$ cat src/rtl/twi_pkg.sv
package twi_pkg;
  localparam int BYTE_W = 8;
  localparam int BITCNT_W = 4;

  typedef enum logic [3:0] {
    ST_IDLE,
    ST_ADDR,
    ST_ACK_ADDR,
    ST_RX_PTR,
    ST_ACK_PTR,
    ST_RX_DATA,
    ST_ACK_DATA,
    ST_TX,
    ST_MACK
  } twi_state_e;
endpackage

$ cat src/rtl/twi_line_sync.sv
module twi_line_sync #(
  parameter int STAGES = 2
) (
  input  logic clk,
  input  logic rst_n,
  input  logic scl_i,
  input  logic sda_i,
  output logic scl_rise,
  output logic scl_fall,
  output logic start_evt,
  output logic stop_evt,
  output logic sda_lvl
);
  logic [STAGES-1:0] scl_p, sda_p;
  logic scl_d, sda_d, scl_s, sda_s;

  always_ff @(posedge clk or negedge rst_n) begin
    if (!rst_n) begin
      scl_p <= '1;
      sda_p <= '1;
      scl_d <= 1'b1;
      sda_d <= 1'b1;
    end else begin
      scl_p <= {scl_p[STAGES-2:0], scl_i};
      sda_p <= {sda_p[STAGES-2:0], sda_i};
      scl_d <= scl_p[STAGES-1];
      sda_d <= sda_p[STAGES-1];
    end
  end

  assign scl_s     = scl_p[STAGES-1];
  assign sda_s     = sda_p[STAGES-1];
  assign scl_rise  = scl_s & ~scl_d;
  assign scl_fall  = ~scl_s & scl_d;
  assign start_evt = scl_s & scl_d & sda_d & ~sda_s;
  assign stop_evt  = scl_s & scl_d & ~sda_d & sda_s;
  assign sda_lvl   = sda_s;
endmodule

$ cat src/rtl/twi_reg_file.sv
module twi_reg_file #(
  parameter int NUM_REGS = 10,
  parameter int ADDR_W   = 4,
  parameter int DATA_W   = 8
) (
  input  logic              clk,
  input  logic              rst_n,
  input  logic              wr_en,
  input  logic [ADDR_W-1:0] wr_addr,
  input  logic [DATA_W-1:0] wr_data,
  input  logic [ADDR_W-1:0] rd_addr,
  output logic [DATA_W-1:0] rd_data
);
  logic [DATA_W-1:0] regs [NUM_REGS];

  for (genvar g = 0; g < NUM_REGS; g++) begin : g_reg
    always_ff @(posedge clk or negedge rst_n) begin
      if (!rst_n)
        regs[g] <= '0;
      else if (wr_en && wr_addr == ADDR_W'(g))
        regs[g] <= wr_data;
    end
  end

  always_comb begin
    rd_data = '0;
    for (int i = 0; i < NUM_REGS; i++)
      if (rd_addr == ADDR_W'(i)) rd_data = regs[i];
  end
endmodule

$ cat src/rtl/twi_regbank_slave.sv
module twi_regbank_slave #(
  parameter logic [6:0] DEV_ADDR    = 7'h68,
  parameter int         NUM_REGS    = 10,
  parameter int         SYNC_STAGES = 2
) (
  input  logic clk,
  input  logic rst_n,
  input  logic pwr_fail,
  input  logic scl_i,
  input  logic sda_i,
  output logic sda_oe
);
  import twi_pkg::*;

  localparam int PTR_W = (NUM_REGS > 1) ? $clog2(NUM_REGS) : 1;
  localparam logic [BITCNT_W-1:0] LAST_BIT = BITCNT_W'(BYTE_W);

  // Pointer arithmetic, kept in functions so the bench can restate it.
  function automatic logic [PTR_W-1:0] ptr_step(input logic [PTR_W-1:0] p);
    return (p == PTR_W'(NUM_REGS - 1)) ? '0 : p + 1'b1;
  endfunction

  function automatic logic [PTR_W-1:0] ptr_load(input logic [BYTE_W-1:0] b);
    return (b < BYTE_W'(NUM_REGS)) ? b[PTR_W-1:0] : '0;
  endfunction

  // Named internal events, also used by the checker.
  logic scl_rise, scl_fall, evt_start, evt_stop, sda_s;
  logic wr_en, st_is_idle;
  logic [BYTE_W-1:0] rd_data;

  twi_state_e        st_q;
  logic [BITCNT_W-1:0] bit_q;
  logic [BYTE_W-1:0] sh_q, tx_q;
  logic [PTR_W-1:0]  ptr_q;
  logic              rw_q, mack_q, oe_q;

  twi_line_sync #(.STAGES(SYNC_STAGES)) u_sync (
    .clk       (clk),
    .rst_n     (rst_n),
    .scl_i     (scl_i),
    .sda_i     (sda_i),
    .scl_rise  (scl_rise),
    .scl_fall  (scl_fall),
    .start_evt (evt_start),
    .stop_evt  (evt_stop),
    .sda_lvl   (sda_s)
  );

  twi_reg_file #(.NUM_REGS(NUM_REGS), .ADDR_W(PTR_W), .DATA_W(BYTE_W)) u_regs (
    .clk     (clk),
    .rst_n   (rst_n),
    .wr_en   (wr_en),
    .wr_addr (ptr_q),
    .wr_data (sh_q),
    .rd_addr (ptr_q),
    .rd_data (rd_data)
  );

  assign wr_en = (st_q == ST_RX_DATA) && scl_fall && (bit_q == LAST_BIT)
                 && !pwr_fail && !evt_start && !evt_stop;
  assign st_is_idle = (st_q == ST_IDLE);
  assign sda_oe = oe_q;

  always_ff @(posedge clk or negedge rst_n) begin
    if (!rst_n) begin
      st_q   <= ST_IDLE;
      bit_q  <= '0;
      sh_q   <= '0;
      tx_q   <= '0;
      ptr_q  <= '0;
      rw_q   <= 1'b0;
      mack_q <= 1'b0;
      oe_q   <= 1'b0;
    end else if (pwr_fail) begin
      st_q  <= ST_IDLE;
      bit_q <= '0;
      ptr_q <= '0;
      oe_q  <= 1'b0;
    end else if (evt_start) begin
      st_q  <= ST_ADDR;
      bit_q <= '0;
      oe_q  <= 1'b0;
    end else if (evt_stop) begin
      st_q <= ST_IDLE;
      oe_q <= 1'b0;
    end else begin
      case (st_q)
        ST_ADDR, ST_RX_PTR, ST_RX_DATA: begin
          if (scl_rise && bit_q != LAST_BIT) begin
            sh_q  <= {sh_q[BYTE_W-2:0], sda_s};
            bit_q <= bit_q + 1'b1;
          end else if (scl_fall && bit_q == LAST_BIT) begin
            bit_q <= '0;
            if (st_q == ST_ADDR) begin
              if (sh_q[BYTE_W-1:1] == DEV_ADDR) begin
                rw_q <= sh_q[0];
                oe_q <= 1'b1;
                st_q <= ST_ACK_ADDR;
              end else begin
                st_q <= ST_IDLE;
              end
            end else if (st_q == ST_RX_PTR) begin
              ptr_q <= ptr_load(sh_q);
              oe_q  <= 1'b1;
              st_q  <= ST_ACK_PTR;
            end else begin
              ptr_q <= ptr_step(ptr_q);
              oe_q  <= 1'b1;
              st_q  <= ST_ACK_DATA;
            end
          end
        end
        ST_ACK_ADDR: begin
          if (scl_fall) begin
            if (rw_q) begin
              tx_q  <= {rd_data[BYTE_W-2:0], 1'b0};
              oe_q  <= ~rd_data[BYTE_W-1];
              bit_q <= BITCNT_W'(1);
              st_q  <= ST_TX;
            end else begin
              oe_q  <= 1'b0;
              bit_q <= '0;
              st_q  <= ST_RX_PTR;
            end
          end
        end
        ST_ACK_PTR, ST_ACK_DATA: begin
          if (scl_fall) begin
            oe_q  <= 1'b0;
            bit_q <= '0;
            st_q  <= ST_RX_DATA;
          end
        end
        ST_TX: begin
          if (scl_fall) begin
            if (bit_q == LAST_BIT) begin
              oe_q <= 1'b0;
              st_q <= ST_MACK;
            end else begin
              oe_q  <= ~tx_q[BYTE_W-1];
              tx_q  <= {tx_q[BYTE_W-2:0], 1'b0};
              bit_q <= bit_q + 1'b1;
            end
          end
        end
        ST_MACK: begin
          if (scl_rise) begin
            mack_q <= ~sda_s;
            if (!sda_s) ptr_q <= ptr_step(ptr_q);
          end else if (scl_fall) begin
            if (mack_q) begin
              tx_q  <= {rd_data[BYTE_W-2:0], 1'b0};
              oe_q  <= ~rd_data[BYTE_W-1];
              bit_q <= BITCNT_W'(1);
              st_q  <= ST_TX;
            end else begin
              st_q <= ST_IDLE;
            end
          end
        end
        default: st_q <= ST_IDLE;
      endcase
    end
  end
endmodule

$ cat config.mk
export PLATFORM = sky130hd
export DESIGN_NAME = twi_regbank_slave
export DESIGN_NICKNAME = d
export VERILOG_FILES = /design/src/rtl/twi_pkg.sv /design/src/rtl/twi_line_sync.sv /design/src/rtl/twi_reg_file.sv /design/src/rtl/twi_regbank_slave.sv
export SDC_FILE = /design/constraint.sdc
export NUM_CORES = 1
export LEC_CHECK = 0
export BUFFER_PORTS_ARGS = -buffer_cell sky130_fd_sc_hd__buf_2
export CORE_ASPECT_RATIO = 1.5
export CORE_UTILIZATION = 55
export DETAILED_ROUTE_END_ITERATION = 10
export PLACE_DENSITY_LB_ADDON = 0.12
export SYNTH_ARGS = -nofsm -noshare
export SYNTH_HDL_FRONTEND = slang
export SYNTH_SLANG_ARGS = --single-unit
$ cat constraint.sdc
create_clock -name clk -period 2.25 [get_ports clk]
set_input_delay 0.45 -clock clk [delete_from_list [all_inputs] [get_ports clk]]
set_output_delay 0.45 -clock clk [all_outputs]
set_load 0.05 [all_outputs]
-- Word-level counts from Yosys, hierarchy flattened
Cells that the tools add are included.
- input port bits: 5
- flip-flop bits (word level): 117
- word-level logic and storage cells: 207
- output and inout port bits: 1
- multiplexer cells: 77
- order comparisons: 1
- $add $sub $neg: 2
- reductions and logical operators: 35
- bitwise gates (word level): 17
- equal/unequal tests: 53
- operators by type and width (kind ; count):
    4-bit 2-to-1 mux ; 35
    8-bit 2-to-1 mux ; 17
    5-bit inequality test (second input constant) ; 10
    4-bit case mux with 5 select lines ; 2
    4-bit by 3-bit equality test with 1-bit output (second input constant) ; 8
    4-bit inequality test (second input constant) ; 8
    8-bit case mux with 3 select lines ; 1
    8-bit AND reduction ; 3
    10-bit AND reduction ; 2
    2-bit inequality test (second input constant) ; 9
    3-bit inequality test (second input constant) ; 6
    1-bit logical AND ; 17
    4-bit by 2-bit equality test with 1-bit output (second input constant) ; 4
    4-bit equality test (second input constant) ; 4
    1-bit 2-to-1 mux ; 16
    11-bit AND reduction ; 1
    1-bit inverter ; 10
    5-bit AND reduction ; 2
    4-bit by 1-bit adder with 4-bit output (second input constant) ; 2
    4-bit by 1-bit equality test with 1-bit output (second input constant) ; 2
    8-bit by 4-bit less-than comparator with 1-bit output (second input constant) ; 1
    4-bit case mux with 2 select lines ; 1
    8-bit nonzero test ; 1
    1-bit AND ; 7
    11 further kinds ; 16

-- Depth between registers and ports, before layout
Gate-level depths: netlist of run 1.
- depth in word-level cells: 19
- mapped depth: 9
- mapped depth without buffers: 8

-- By module
Synthesis of run 1 repeated with hierarchy kept, for this count alone.
- cells, all modules: 552
- area total of the unflattened synthesis: 6317.3 µm²
- by module, submodules not included (module ; instances ; cells an instance ; seq. area each (µm²) ; area each (µm²)):
    twi_reg_file ; 1 ; 319 ; 2001.9 ; 4055.1
    twi_regbank_slave ; 1 ; 223 ; 750.7 ; 2072.0
    twi_line_sync ; 1 ; 10 ; 157.7 ; 190.2

-- Least setup slack after synthesis of run 1
No wires, ideal clock.
- path kind: register to register
- start: reg u_sync.scl_p[1]
- end: reg u_regs.regs[40] (netlist bit)
- setup slack: 0.185 ns
- period minus slack after synthesis: 2.065 ns
- stages on the path, launching flop included: 9
- path buffers: 2
- arrival: 1.940 ns
- library setup time: 0.125 ns
- data required time: 2.125 ns
- cell sequence: dfstp_2 clkbuf_1 nand4b_1 and3_1 buf_2 nand3_2 nor2_2 nand2_1 mux2_2
- cells in the longest elaborated chain, start to end: 8
- elaborated cells between the ends (all ways): 15
- classes of those cells: bitwise (7); reduce/logical (8)
- ends and longest elaborated chain (element ; RTL line ; RTL):
    start: declaration ; twi_line_sync.sv:14 ; logic [STAGES-1:0] scl_p, sda_p;
    start signal: assignment ; twi_line_sync.sv:24 ; scl_p <= {scl_p[STAGES-2:0], scl_i};
    parallel branches: the longest is 6 deep, another holds 1-bit AND ; - ;
    1-bit logical AND * ; twi_regbank_slave.sv:61 ; && !pwr_fail && !evt_start && !evt_stop;
    1-bit logical AND * ; twi_reg_file.sv:20 ; else if (wr_en && wr_addr == ADDR_W'(g))
    end signal: indexed assignment ; twi_reg_file.sv:21 ; regs[g] <= wr_data;
    end: declaration ; twi_reg_file.sv:14 ; logic [DATA_W-1:0] regs [NUM_REGS];
Mark *: on every way between the ends.
A chain may end at the register's enable or synchronous reset.

-- Final worst setup path of run 1
- start: reg st_q[3]
- end: reg rw_q
- cells in the longest elaborated chain, start to end: 3
- elaborated cells between the ends (all ways): 5
- classes of those cells: eq/ne (3); reduce/logical (2)
- ends and longest elaborated chain (element ; RTL line ; RTL):
    start: declaration ; twi_regbank_slave.sv:32 ; twi_state_e st_q;
    start signal: assignment ; twi_regbank_slave.sv:67 ; st_q <= ST_IDLE;
    start signal: assignment ; twi_regbank_slave.sv:76 ; st_q <= ST_IDLE;
    start signal: assignment ; twi_regbank_slave.sv:81 ; st_q <= ST_ADDR;
    4-bit by 3-bit equality test with 1-bit output, or another cell as far along ; twi_regbank_slave.sv:88 ; case (st_q)
    3-bit OR reduction ; twi_regbank_slave.sv:88 ;
    8-bit AND reduction (no line) * ; - ;
    end signal: assignment ; twi_regbank_slave.sv:97 ; rw_q <= sh_q[0];
    end: declaration ; twi_regbank_slave.sv:36 ; logic rw_q, mack_q, oe_q;
Every way passes the cells marked *; elsewhere a longest branch is shown, timed or not.

==> results of run 1 <==
[placed cells by master (no fill, tap or decap), types with 10 or more instances in the layout]
| cell | n |
|---|---|
| sky130_fd_sc_hd__nand2_1 | 28 |
| sky130_fd_sc_hd__buf_4 | 64 |
| sky130_fd_sc_hd__o21ai_0 | 24 |
| sky130_fd_sc_hd__dfrtp_1 | 106 |
| sky130_fd_sc_hd__nor2b_1 | 10 |
| sky130_fd_sc_hd__mux2_2 | 96 |
| sky130_fd_sc_hd__nor2_1 | 26 |
| sky130_fd_sc_hd__a211oi_1 | 11 |
| sky130_fd_sc_hd__nand2b_1 | 13 |
| sky130_fd_sc_hd__clkbuf_16 | 17 |
| sky130_fd_sc_hd__mux2i_1 | 21 |
| sky130_fd_sc_hd__a21oi_1 | 22 |
[per-layer routing]
layer	wire length [µm]	up-vias	GRT usage, %
met4	793	0	17.6
met2	8670	119	57.2
met5	0	-	0
met3	570	54	5.63
li1	-	2081	-
met1	6130	2383	35.4
[power by group]
group          internal [W]  switching, W
Sequential          0.00211     0.0000253
Combinational     0.0000420     0.0000837
Clock               0.00179      0.000917
Total               0.00394       0.00103
[metrics by stage]
| step | hold slack, ns | setup slack [ns] |
|---|---|---|
| floorplan | 0.154 | 0.185 |
| global placement | 0.346 | 0.0340 |
| detailed placement | 0.347 | -0.00380 |
| CTS | 0.0656 | 0.0328 |
| global route | 0.0980 | -0.0385 |
| finish | 0.0593 | 0.0432 |
[cell families after synthesis]
kind of cell / Yosys count / synth area share, %
flip-flops: 116 / 48.2
multiplexers: 119 / 22.1
adder cells (fa/ha/maj): 2 / 0.414
AO/OA/AOI/OAI: 111 / 12.6
XOR/XNOR: 1 / 0.145
buffers and inverters: 46 / 3.23
AND/OR/NAND/NOR: 141 / 13.3
[layout make-up]
type                    instances  share of cell area, %
multi-input cells             374                   40.7
repair buffers                 73                   8.25
clock inverters                 9                   1.75
inverters                       7                  0.361
clock buffers                  23                   6.43
flip-flops and latches        116                   40.0
well taps                     144                   2.47
[what timing repair did]
action                     in CTS  in global routing
gates resized for setup         1                  8
pin swaps                       1                  0
buffers inserted                1                  4
setup endpoints to repair       4                 33
[worst reg2reg max path, stage by stage (launching register included)]
cell,delay [ns]
sky130_fd_sc_hd__dfrtp_2,0.46
sky130_fd_sc_hd__buf_4,0.16
sky130_fd_sc_hd__buf_4,0.13
sky130_fd_sc_hd__or4b_2,0.66
sky130_fd_sc_hd__nor4_1,0.30
sky130_fd_sc_hd__mux2_2,0.37
[registers in the layout, summed over array words and instances, names as in the netlist]
signal,flops
u_sync.scl_p,2
u_sync.scl_d,1
ptr_q,4
u_regs.regs,80
sh_q,8
u_sync.sda_p,2
st_q,4
tx_q,7
rw_q,1
mack_q,1
sda_oe,1
bit_q,4
u_sync.sda_d,1
[final timing paths]
check | startpoint | end | slack, ns | cells after the start
max | st_q[3]$_DFFE_PN0P_ | rw_q$_DFFE_PN0P_ | 0.04 | 5
min | rst_n | u_regs.regs[64]$_DFFE_PN0P_ | 0.06 | 1
max reg2reg | st_q[3]$_DFFE_PN0P_ | rw_q$_DFFE_PN0P_ | 0.04 | 5
min reg2reg | u_sync.sda_p[0]$_DFF_PN1_ | u_sync.sda_p[1]$_DFF_PN1_ | 0.35 | 0
max in group asynchronous | rst_n | st_q[3]$_DFFE_PN0P_ | 1.51 | 2
min in group clk | scl_i | u_sync.scl_p[0]$_DFF_PN1_ | 0.14 | 1
==> flow_metrics.py, run 1 <==
metrics = {
    "status": {
        "run_status": "finished, final reports clean",
    },
    "yosys": {
        "yosys_warnings": 0,
        "synth.net_count": 543,
        "synth-edff-count": 0,
        "postSynthCellCount": 536,
        "dominant_synthesized_flop_cell": "sky130_fd_sc_hd__dfrtp_1",
        "yosysMostFrequentCell": "sky130_fd_sc_hd__dfrtp_1",
        "ys_types": 71,
        "synthTopCellsByArea": "sky130_fd_sc_hd__dfrtp_1 46%, sky130_fd_sc_hd__mux2_2 18%, sky130_fd_sc_hd__mux2i_1 3.5%",
        "synth_area_um2": 6040,
        "async_reset_ff_share_pct": 100,
        "yosys.area.top_type": "sky130_fd_sc_hd__dfrtp_1",
        "seq_area_frac_synth_pct": 48.2,
        "synth_top_area_share_pct": 45.6,
        "postSynthRegisterBits": 116,
        "synth.cells.most_frequent": "110 x sky130_fd_sc_hd__dfrtp_1, 96 x sky130_fd_sc_hd__mux2_2, 28 x sky130_fd_sc_hd__nand2_1, 27 x sky130_fd_sc_hd__nor2_1, 25 x sky130_fd_sc_hd__clkbuf_1",
        "synthesis.area_per_instance_um2": 11.3,
    },
    "setup_path": {
        "type_of_origin_of_the_critical_path": "register",
        "critPathRequiredTime_ns": 2.54,
        "worst_ep_arrival_time_ns": 2.49,
        "worstPathMaxFanout": 9,
        "cp-end-kind": "register",
        "timing.critical_path.max_delay_family": "simple AND/OR/NAND/NOR gates",
        "critPathMostFrequentCell": "sky130_fd_sc_hd__buf_4",
        "timing.critical_path.cells": "buf_4, buf_4, or4b_2, nor4_1, mux2_2",
        "cp_num_buf_inv": 2,
        "worst_path_largest_cell_delay_ns": 0.66,
        "critical-path-slowest-cell": "sky130_fd_sc_hd__or4b_2",
        "worst-setup-path-type": "register to register",
    },
    "routing": {
        "post-route-drc-count": 0,
        "wire_per_inst_um": 21.7,
        "via_count": 4637,
        "drt_wl_total_um": 16200,
        "postRouteAntennaNets": 0,
        "drtIter0Drc": 279,
        "post_drt_via_cell_ratio": 6.22,
        "detailedRoute.firstPassIterationCount": 4,
    },
    "layout": {
        "num-nets-final": 596,
        "final_cells": 746,
        "num_antenna_cells": 0,
        "layout_cell_share_with_drive_strength_beyond_1_pct": 38.7,
        "fillCellCount": 806,
        "layout.area.seq_um2": 2920,
        "area.growth.synth_to_final_pct": 20.6,
        "final_core_utilization_pct": 68.4,
        "multi_input_area_um2": 2960,
        "postLayoutCellArea_um2": 7280,
    },
    "hold_path": {
        "holdCritPathClass": "primary input to async pin",
    },
    "place": {
        "hpwlAfterDp_um": 11500,
        "place.detailed.instances": 709,
        "io_buffer_count": 5,
        "placed_cell_areas_um2": 6610,
        "gpl.final_weighted_congestion": 0.916,
    },
    "power": {
        "ir_worst_vdd_mv": 0.547,
        "total_power_w": 0.00497,
        "lkg_pwr_nw": 3.33,
        "power_per_cell_area_nw_per_um2": 682,
    },
    "global_routing": {
        "antenna_found_initial": 0,
        "grt_pass1_vias": 4897,
        "sum_of_overflow_across_all_layers_after_global_routing": 0,
        "grtUsageTotal_pct": 31.9,
        "grt_first_pass_wirelength_um": 26400,
        "maximum_number_of_pins_on_one_net_before_global_route_repair": 45,
    },
    "die": {
        "ioPinCount": 6,
        "die_width_um": 87.6,
        "floorplan.die_area_um2": 11400,
        "floorplan.die.height_um": 130,
        "floorplan.initialDensity_pct": 56.7,
        "coreArea_um2": 10600,
        "rows": 46,
    },
    "clock_tree": {
        "tritoncts": "built",
        "clk_pin_slew_worst_paths_ns": 0.06,
        "cts_buffers": 17,
        "clk-insertion-delay-late_ns": 0.41,
        "hold_buffers": 0,
        "clock_tree.htree_level_count": 4,
        "clk_root_buffer_cell": "sky130_fd_sc_hd__clkbuf_16",
        "clockBufferDepth": 2,
        "clock_sink_total": 116,
    },
    "timing": {
        "rsz_0062_raised_after_global_routing": "yes",
        "timing.final.crit_period_ns": 2.21,
        "hold_viol_final": 0,
        "finalSetupViolations": 0,
        "timing_worst_slew_pin_value_ns": 0.598,
        "period_share_pct": 98.1,
        "timing_max_transition_violations_final": 0,
        "clock_skew_ns": 0.00889,
        "max_freq_mhz": 453,
        "slew-limit-headroom_pct": 60.1,
        "totalNegativeSetupSlack_ns": 0,
    },
    "run": {
        "maximum_capacitance_violations": 0,
    },
}
No activity file was read; power rests on OpenSTA's default activity.
==> run 2: changes to the inputs <==
--- a/config.mk
+++ b/config.mk
@@ -8,6 +8,7 @@
 export BUFFER_PORTS_ARGS = -buffer_cell sky130_fd_sc_hd__buf_2
 export CORE_ASPECT_RATIO = 1.5
 export CORE_UTILIZATION = 55
+export CTS_BUF_LIST = sky130_fd_sc_hd__clkbuf_16
 export DETAILED_ROUTE_END_ITERATION = 10
 export PLACE_DENSITY_LB_ADDON = 0.12
 export SYNTH_ARGS = -nofsm -noshare
==> run 2 against run 1 <==
Against the previous run: total power decreased by 1.8%; clock-buffer cell count is 6 lower; register-to-register slack hardly changed; largest power group unchanged.
==> flow_metrics.py, run 2 (synthesis results as in run 1) <==
metrics = {
    "die": {
        "coreArea_um2": 10600,
        "rows": 46,
        "floorplan.initialDensity_pct": 56.7,
        "die_width_um": 87.6,
        "ioPinCount": 6,
        "floorplan.die.height_um": 130,
        "floorplan.die_area_um2": 11400,
    },
    "clock_tree": {
        "clock_sink_total": 116,
        "clk-insertion-delay-late_ns": 0.41,
        "clockBufferDepth": 2,
        "tritoncts": "built",
        "clock_tree.htree_level_count": 4,
        "clk_pin_slew_worst_paths_ns": 0.06,
        "cts_buffers": 17,
        "clk_root_buffer_cell": "sky130_fd_sc_hd__clkbuf_16",
    },
    "layout": {
        "area.growth.synth_to_final_pct": 20.3,
        "top_register": "u_regs.regs",
        "num_antenna_cells": 0,
        "layout.area.seq_um2": 2920,
        "top_regs": "u_regs.regs x80, sh_q x8, tx_q x7",
        "final_cells": 746,
        "final_core_utilization_pct": 68.2,
        "multi_input_area_um2": 2960,
        "fillCellCount": 809,
        "num-nets-final": 596,
        "largest_register_ff_count": 80,
        "layout_cell_share_with_drive_strength_beyond_1_pct": 38.5,
        "most-common-layout-cells": "105 x sky130_fd_sc_hd__dfrtp_1, 96 x sky130_fd_sc_hd__mux2_2, 64 x sky130_fd_sc_hd__buf_4",
        "layout.cells.most_common": "sky130_fd_sc_hd__dfrtp_1",
    },
    "timing": {
        "hold_viol_final": 0,
        "finalSetupViolations": 0,
        "timing.final.crit_period_ns": 2.21,
        "timing_max_transition_violations_final": 0,
        "rsz_0062_raised_after_global_routing": "yes",
        "clock_skew_ns": 0.00657,
        "finalHoldWorstSlack_ns": 0.0504,
        "period_share_pct": 98.0,
        "timing_worst_slew_pin_value_ns": 0.592,
        "slew-limit-headroom_pct": 60.6,
        "max_freq_mhz": 453,
    },
    "routing": {
        "drtIter0Drc": 322,
        "routedLengthMet1_um": 6180,
        "via_count": 4641,
        "postRouteAntennaNets": 0,
        "maxUsedRoutingLayer": "met4",
        "detailedRoute.firstPassIterationCount": 5,
        "met3_routed_wirelength_um": 538,
        "drt_wl_total_um": 16300,
        "met2WireLength_um": 8740,
        "post-route-drc-count": 0,
        "wire_per_inst_um": 21.8,
        "post_drt_via_cell_ratio": 6.22,
    },
    "setup_path": {
        "timing.critical_path.max_delay_family": "simple AND/OR/NAND/NOR gates",
        "timing.critical_path.cells": "buf_4, buf_4, or4b_2, nor4_1, mux2_2",
        "type_of_origin_of_the_critical_path": "register",
        "cp-end-kind": "register",
        "rrSetupSlack_ns": 0.04,
        "worst_path_largest_cell_delay_ns": 0.66,
        "critPathMostFrequentCell": "sky130_fd_sc_hd__buf_4",
        "worst_ep_arrival_time_ns": 2.49,
        "worst-setup-path-type": "register to register",
        "critical_path.reg2reg.endpoint": "rw_q$_DFFE_PN0P_",
        "r2r_start": "st_q[3]$_DFFE_PN0P_",
        "worstPathMaxFanout": 9,
        "worstRegToRegCells": 5,
        "critical-path-slowest-cell": "sky130_fd_sc_hd__or4b_2",
        "cp_num_buf_inv": 2,
        "critPathRequiredTime_ns": 2.54,
    },
    "power": {
        "power_per_cell_area_nw_per_um2": 672,
        "seq_power_share_pct": 43.7,
        "fraction_of_power_consumed_by_the_clock_network_pct": 53.7,
        "power.share.switching_pct": 21.0,
        "lkg_pwr_nw": 3.33,
        "ir_worst_vdd_mv": 0.549,
        "share_comb_of_total_power_pct": 2.6,
        "power.switching_w": 0.00102,
        "internal_power_w": 0.00385,
    },
    "run": {
        "maximum_capacitance_violations": 0,
    },
    "global_routing": {
        "grt_first_pass_wirelength_um": 26400,
        "sum_of_overflow_across_all_layers_after_global_routing": 0,
        "grtUsageTotal_pct": 31.8,
        "grt_pass1_vias": 4900,
        "maximum_number_of_pins_on_one_net_before_global_route_repair": 45,
        "antenna_found_initial": 0,
    },
    "place": {
        "hpwlAfterDp_um": 11500,
        "place.detailed.instances": 709,
        "io_buffer_count": 5,
        "gpl.final_weighted_congestion": 0.916,
    },
    "hold_path": {
        "holdCritPathClass": "primary input to async pin",
    },
    "status": {
        "run_status": "finished, final reports clean",
    },
}
[run 2: cell count changes in the layout (fill, tap and decap cells not counted), sizes merged]
cell,delta
clkinv,+2
inv,+4
clkbuf,-6
[run 2: cell type report]
type / instances / share of cell area, %
clock buffers: 17 / 5.86
clock inverters: 15 / 2.07
inverters: 7 / 0.362
multi-input cells: 374 / 40.8
flip-flops and latches: 116 / 40.2
well taps: 144 / 2.48
repair buffers: 73 / 8.27
[run 2: power groups by stage]
stage	clock network, W	logic, W	registers (W)
6_report	0.00262	0.000126	0.00213
5_1_grt	0.00275	0.000141	0.00213
4_1_cts	0.00265	0.000127	0.00213
3_5_place_dp	0	0.000127	0.00217
3_3_place_gp	0	0.000124	0.00217
2_1_floorplan	0	0.0000502	0.00215
[run 2: repair_timing]
action,in CTS,in global routing
pin swaps,1,0
gates resized for setup,1,9
hold buffers,0,0
setup endpoints to repair,4,33
setup buffers,1,4
[run 2: worst register-to-register path, stage by stage, from the launching register on]
cell and delay, ns:
sky130_fd_sc_hd__dfrtp_2 0.46, sky130_fd_sc_hd__buf_4 0.16, sky130_fd_sc_hd__buf_4 0.13, sky130_fd_sc_hd__or4b_2 0.66
sky130_fd_sc_hd__nor4_1 0.30, sky130_fd_sc_hd__mux2_2 0.37
[run 2: layer usage]
| layer | up-vias | GRT usage [%] |
|---|---|---|
| met2 | 129 | 56.7 |
| met4 | 0 | 18.1 |
| met1 | 2382 | 35.4 |
| li1 | 2081 | - |
| met3 | 49 | 5.69 |
| met5 | - | 0 |
[run 2: worst max path at each step]
stage               cells past startpoint                           to                 startpoint  slack [ns]
finish                                  5             rw_q$_DFFE_PN0P_        st_q[3]$_DFFE_PN0P_        0.04
CTS                                     7          st_q[1]$_DFFE_PN0P_        st_q[2]$_DFFE_PN0P_        0.03
floorplan                               8  u_regs.regs[40]$_DFFE_PN0P_  u_sync.scl_p[1]$_DFF_PN1_        0.19
global route                            9         ptr_q[2]$_DFFE_PN0P_        st_q[3]$_DFFE_PN0P_       -0.04
global placement                        6          st_q[1]$_DFFE_PN0P_        st_q[0]$_DFFE_PN0P_        0.03
detailed placement                      6         bit_q[2]$_DFFE_PN0P_        st_q[0]$_DFFE_PN0P_      -0.004
[run 2: stage by stage]
stage | power, W | worst slack (ns) | instance area (µm²) | TNS, ns
floorplan | 0.00220 | 0.185 | 6040 | 0
global placement | 0.00229 | 0.0340 | 6610 | 0
detailed placement | 0.00229 | -0.00380 | 6610 | -0.00380
CTS | 0.00491 | 0.0328 | 7200 | 0
global route | 0.00503 | -0.0387 | 7260 | -0.213
finish | 0.00488 | 0.0448 | 7260 | 0
==> run 3: changes to the inputs <==
--- a/config.mk
+++ b/config.mk
@@ -10,7 +10,7 @@
 export CORE_UTILIZATION = 55
 export CTS_BUF_LIST = sky130_fd_sc_hd__clkbuf_16
 export DETAILED_ROUTE_END_ITERATION = 10
-export PLACE_DENSITY_LB_ADDON = 0.12
+export PLACE_DENSITY_LB_ADDON = 0.25
 export SYNTH_ARGS = -nofsm -noshare
 export SYNTH_HDL_FRONTEND = slang
 export SYNTH_SLANG_ARGS = --single-unit
==> run 3 against run 2 <==
Against the previous run: sequential power is essentially flat; clock power fell by 8.8%; via count decreased by 2.8%; sequential cell count is the same; non-clock buffer count is 15 lower; worst hold slack improved by 0.046 ns; critical path type unchanged; critical endpoint is now u_regs.regs[57]$_DFFE_PN0P_; highest routed layer unchanged.
==> flow_metrics.py, run 3 (synthesis results as in run 1) <==
metrics = {
    "status": {
        "run_status": "finished, final reports clean",
    },
    "run": {
        "maximum_capacitance_violations": 0,
    },
    "timing": {
        "finalSetupViolations": 0,
        "slew-limit-headroom_pct": 57.6,
        "totalNegativeSetupSlack_ns": 0,
        "hold_viol_final": 0,
        "rsz_0062_raised_after_global_routing": "yes",
        "timing_worst_slew_pin_value_ns": 0.636,
        "period_share_pct": 97.7,
        "max_freq_mhz": 455,
        "clock_skew_ns": 0.00914,
        "timing_max_transition_violations_final": 0,
        "timing.final.crit_period_ns": 2.20,
    },
    "layout": {
        "layout_cell_share_with_drive_strength_beyond_1_pct": 36.7,
        "final_cells": 730,
        "num_antenna_cells": 0,
        "top_regs": "u_regs.regs x80, sh_q x8, tx_q x7",
        "most-common-layout-cells": "108 x sky130_fd_sc_hd__dfrtp_1, 96 x sky130_fd_sc_hd__mux2_2, 51 x sky130_fd_sc_hd__buf_4",
        "top_register": "u_regs.regs",
        "fillCellCount": 791,
        "layout.area.seq_um2": 2910,
        "area.growth.synth_to_final_pct": 17.2,
        "multi_input_area_um2": 2970,
        "num-nets-final": 581,
        "layout.cells.most_common": "sky130_fd_sc_hd__dfrtp_1",
        "largest_register_ff_count": 80,
    },
    "setup_path": {
        "r2r_start": "u_sync.scl_d$_DFF_PN1_",
        "worst_ep_arrival_time_ns": 2.49,
        "worstPathMaxFanout": 9,
        "crit_start": "u_sync.scl_d$_DFF_PN1_",
        "critPathRequiredTime_ns": 2.54,
        "type_of_origin_of_the_critical_path": "register",
        "cp-end-kind": "register",
        "worst-setup-path-type": "register to register",
    },
    "routing": {
        "post-route-drc-count": 0,
        "post_drt_via_cell_ratio": 6.18,
        "postRouteAntennaNets": 0,
        "drtIter0Drc": 387,
        "drt_wl_total_um": 15100,
        "via_count": 4510,
        "detailedRoute.firstPassIterationCount": 5,
        "wire_per_inst_um": 20.7,
    },
    "die": {
        "coreArea_um2": 10600,
        "floorplan.die_area_um2": 11400,
        "floorplan.die.height_um": 130,
        "ioPinCount": 6,
        "die_width_um": 87.6,
        "rows": 46,
        "floorplan.initialDensity_pct": 56.7,
    },
    "power": {
        "power_per_cell_area_nw_per_um2": 655,
        "internal_power_w": 0.00362,
        "ir_worst_vdd_mv": 0.506,
        "total_power_w": 0.00463,
        "seq_power_share_pct": 46.0,
        "lkg_pwr_nw": 3.24,
        "share_comb_of_total_power_pct": 2.5,
        "power.switching_w": 0.00101,
        "power.share.switching_pct": 21.9,
        "fraction_of_power_consumed_by_the_clock_network_pct": 51.5,
    },
    "place": {
        "hpwlAfterDp_um": 10600,
        "io_buffer_count": 5,
        "gpl.final_weighted_congestion": 0.905,
        "place.detailed.instances": 697,
    },
    "global_routing": {
        "sum_of_overflow_across_all_layers_after_global_routing": 0,
        "antenna_found_initial": 0,
        "grtUsageTotal_pct": 29.1,
        "maximum_number_of_pins_on_one_net_before_global_route_repair": 117,
        "grt_first_pass_wirelength_um": 24100,
        "grt_pass1_vias": 4682,
    },
    "clock_tree": {
        "clock_sink_total": 116,
        "clk_root_buffer_cell": "sky130_fd_sc_hd__clkbuf_16",
        "clk-insertion-delay-late_ns": 0.41,
        "clock_tree.htree_level_count": 4,
        "hold_buffers": 0,
        "tritoncts": "built",
        "clockBufferDepth": 2,
        "clk_pin_slew_worst_paths_ns": 0.05,
        "cts_buffers": 17,
    },
    "hold_path": {
        "holdCritPathClass": "primary input to async pin",
    },
}
run 3: cell count changes in the layout (fill, tap and decap cells not counted), sizes merged:
cell / delta
buf: -15
inv: -1
clkinv: +2
bufinv: -2
run 3: stage by stage:
step / setup WS, ns / utilization (%) / cell area (µm²) / hold WS [ns]
floorplan: 0.185 / - / 6040 / 0.154
detailed placement: 0.0187 / 61.0 / 6500 / 0.349
CTS: 0.0312 / 66.0 / 7030 / 0.127
global route: -0.0380 / 66.5 / 7080 / 0.123
global placement: 0.0272 / 61.0 / 6500 / 0.346
finish: 0.0517 / 66.5 / 7080 / 0.0967
run 3: power by group through the flow:
stage / Combinational, W / Clock [W] / Sequential, W
5_1_grt: 0.000130 / 0.00251 / 0.00213
6_report: 0.000116 / 0.00239 / 0.00213
4_1_cts: 0.000118 / 0.00242 / 0.00213
3_5_place_dp: 0.000117 / 0 / 0.00217
2_1_floorplan: 0.0000502 / 0 / 0.00215
3_3_place_gp: 0.000115 / 0 / 0.00216
run 3: routing by layer:
metal	global-route usage (%)	part of all wire, %
met1	31.1	38
met2	52.7	54
met3	5.25	3.4
met4	17.5	4.9
met5	0	0
run 3: final timing paths:
kind	end	slack, ns	cells after the start
max reg2reg	u_regs.regs[57]$_DFFE_PN0P_	0.05	7
max in group asynchronous	u_regs.regs[75]$_DFFE_PN0P_	1.65	2
min in group clk	u_sync.sda_p[0]$_DFF_PN1_	0.14	1
max	u_regs.regs[57]$_DFFE_PN0P_	0.05	7
min reg2reg	u_sync.scl_p[1]$_DFF_PN1_	0.35	0
min	st_q[1]$_DFFE_PN0P_	0.1	2
run 3: layout make-up:
cell class,instances,share of cell area (%)
multi-input cells,374,42.0
flip-flops and latches,116,41.2
repair buffers,58,6.54
clock buffers,17,6.01
well taps,144,2.55
clock inverters,14,1.41
inverters,7,0.371
run 3: repair_timing:
action,in CTS,in global routing
pin swaps,0,2
endpoints found under the setup margin,2,64
gates resized for setup,1,8
buffers inserted,0,2
run 3: critical path, cell delays in order (launching register included):
cell,delay (ns)
sky130_fd_sc_hd__dfstp_2,0.61
sky130_fd_sc_hd__nand4b_1,0.27
sky130_fd_sc_hd__and3_1,0.30
sky130_fd_sc_hd__nand3_2,0.12
sky130_fd_sc_hd__nor3_4,0.05
sky130_fd_sc_hd__buf_4,0.16
sky130_fd_sc_hd__nand2_2,0.18
sky130_fd_sc_hd__mux2_2,0.37
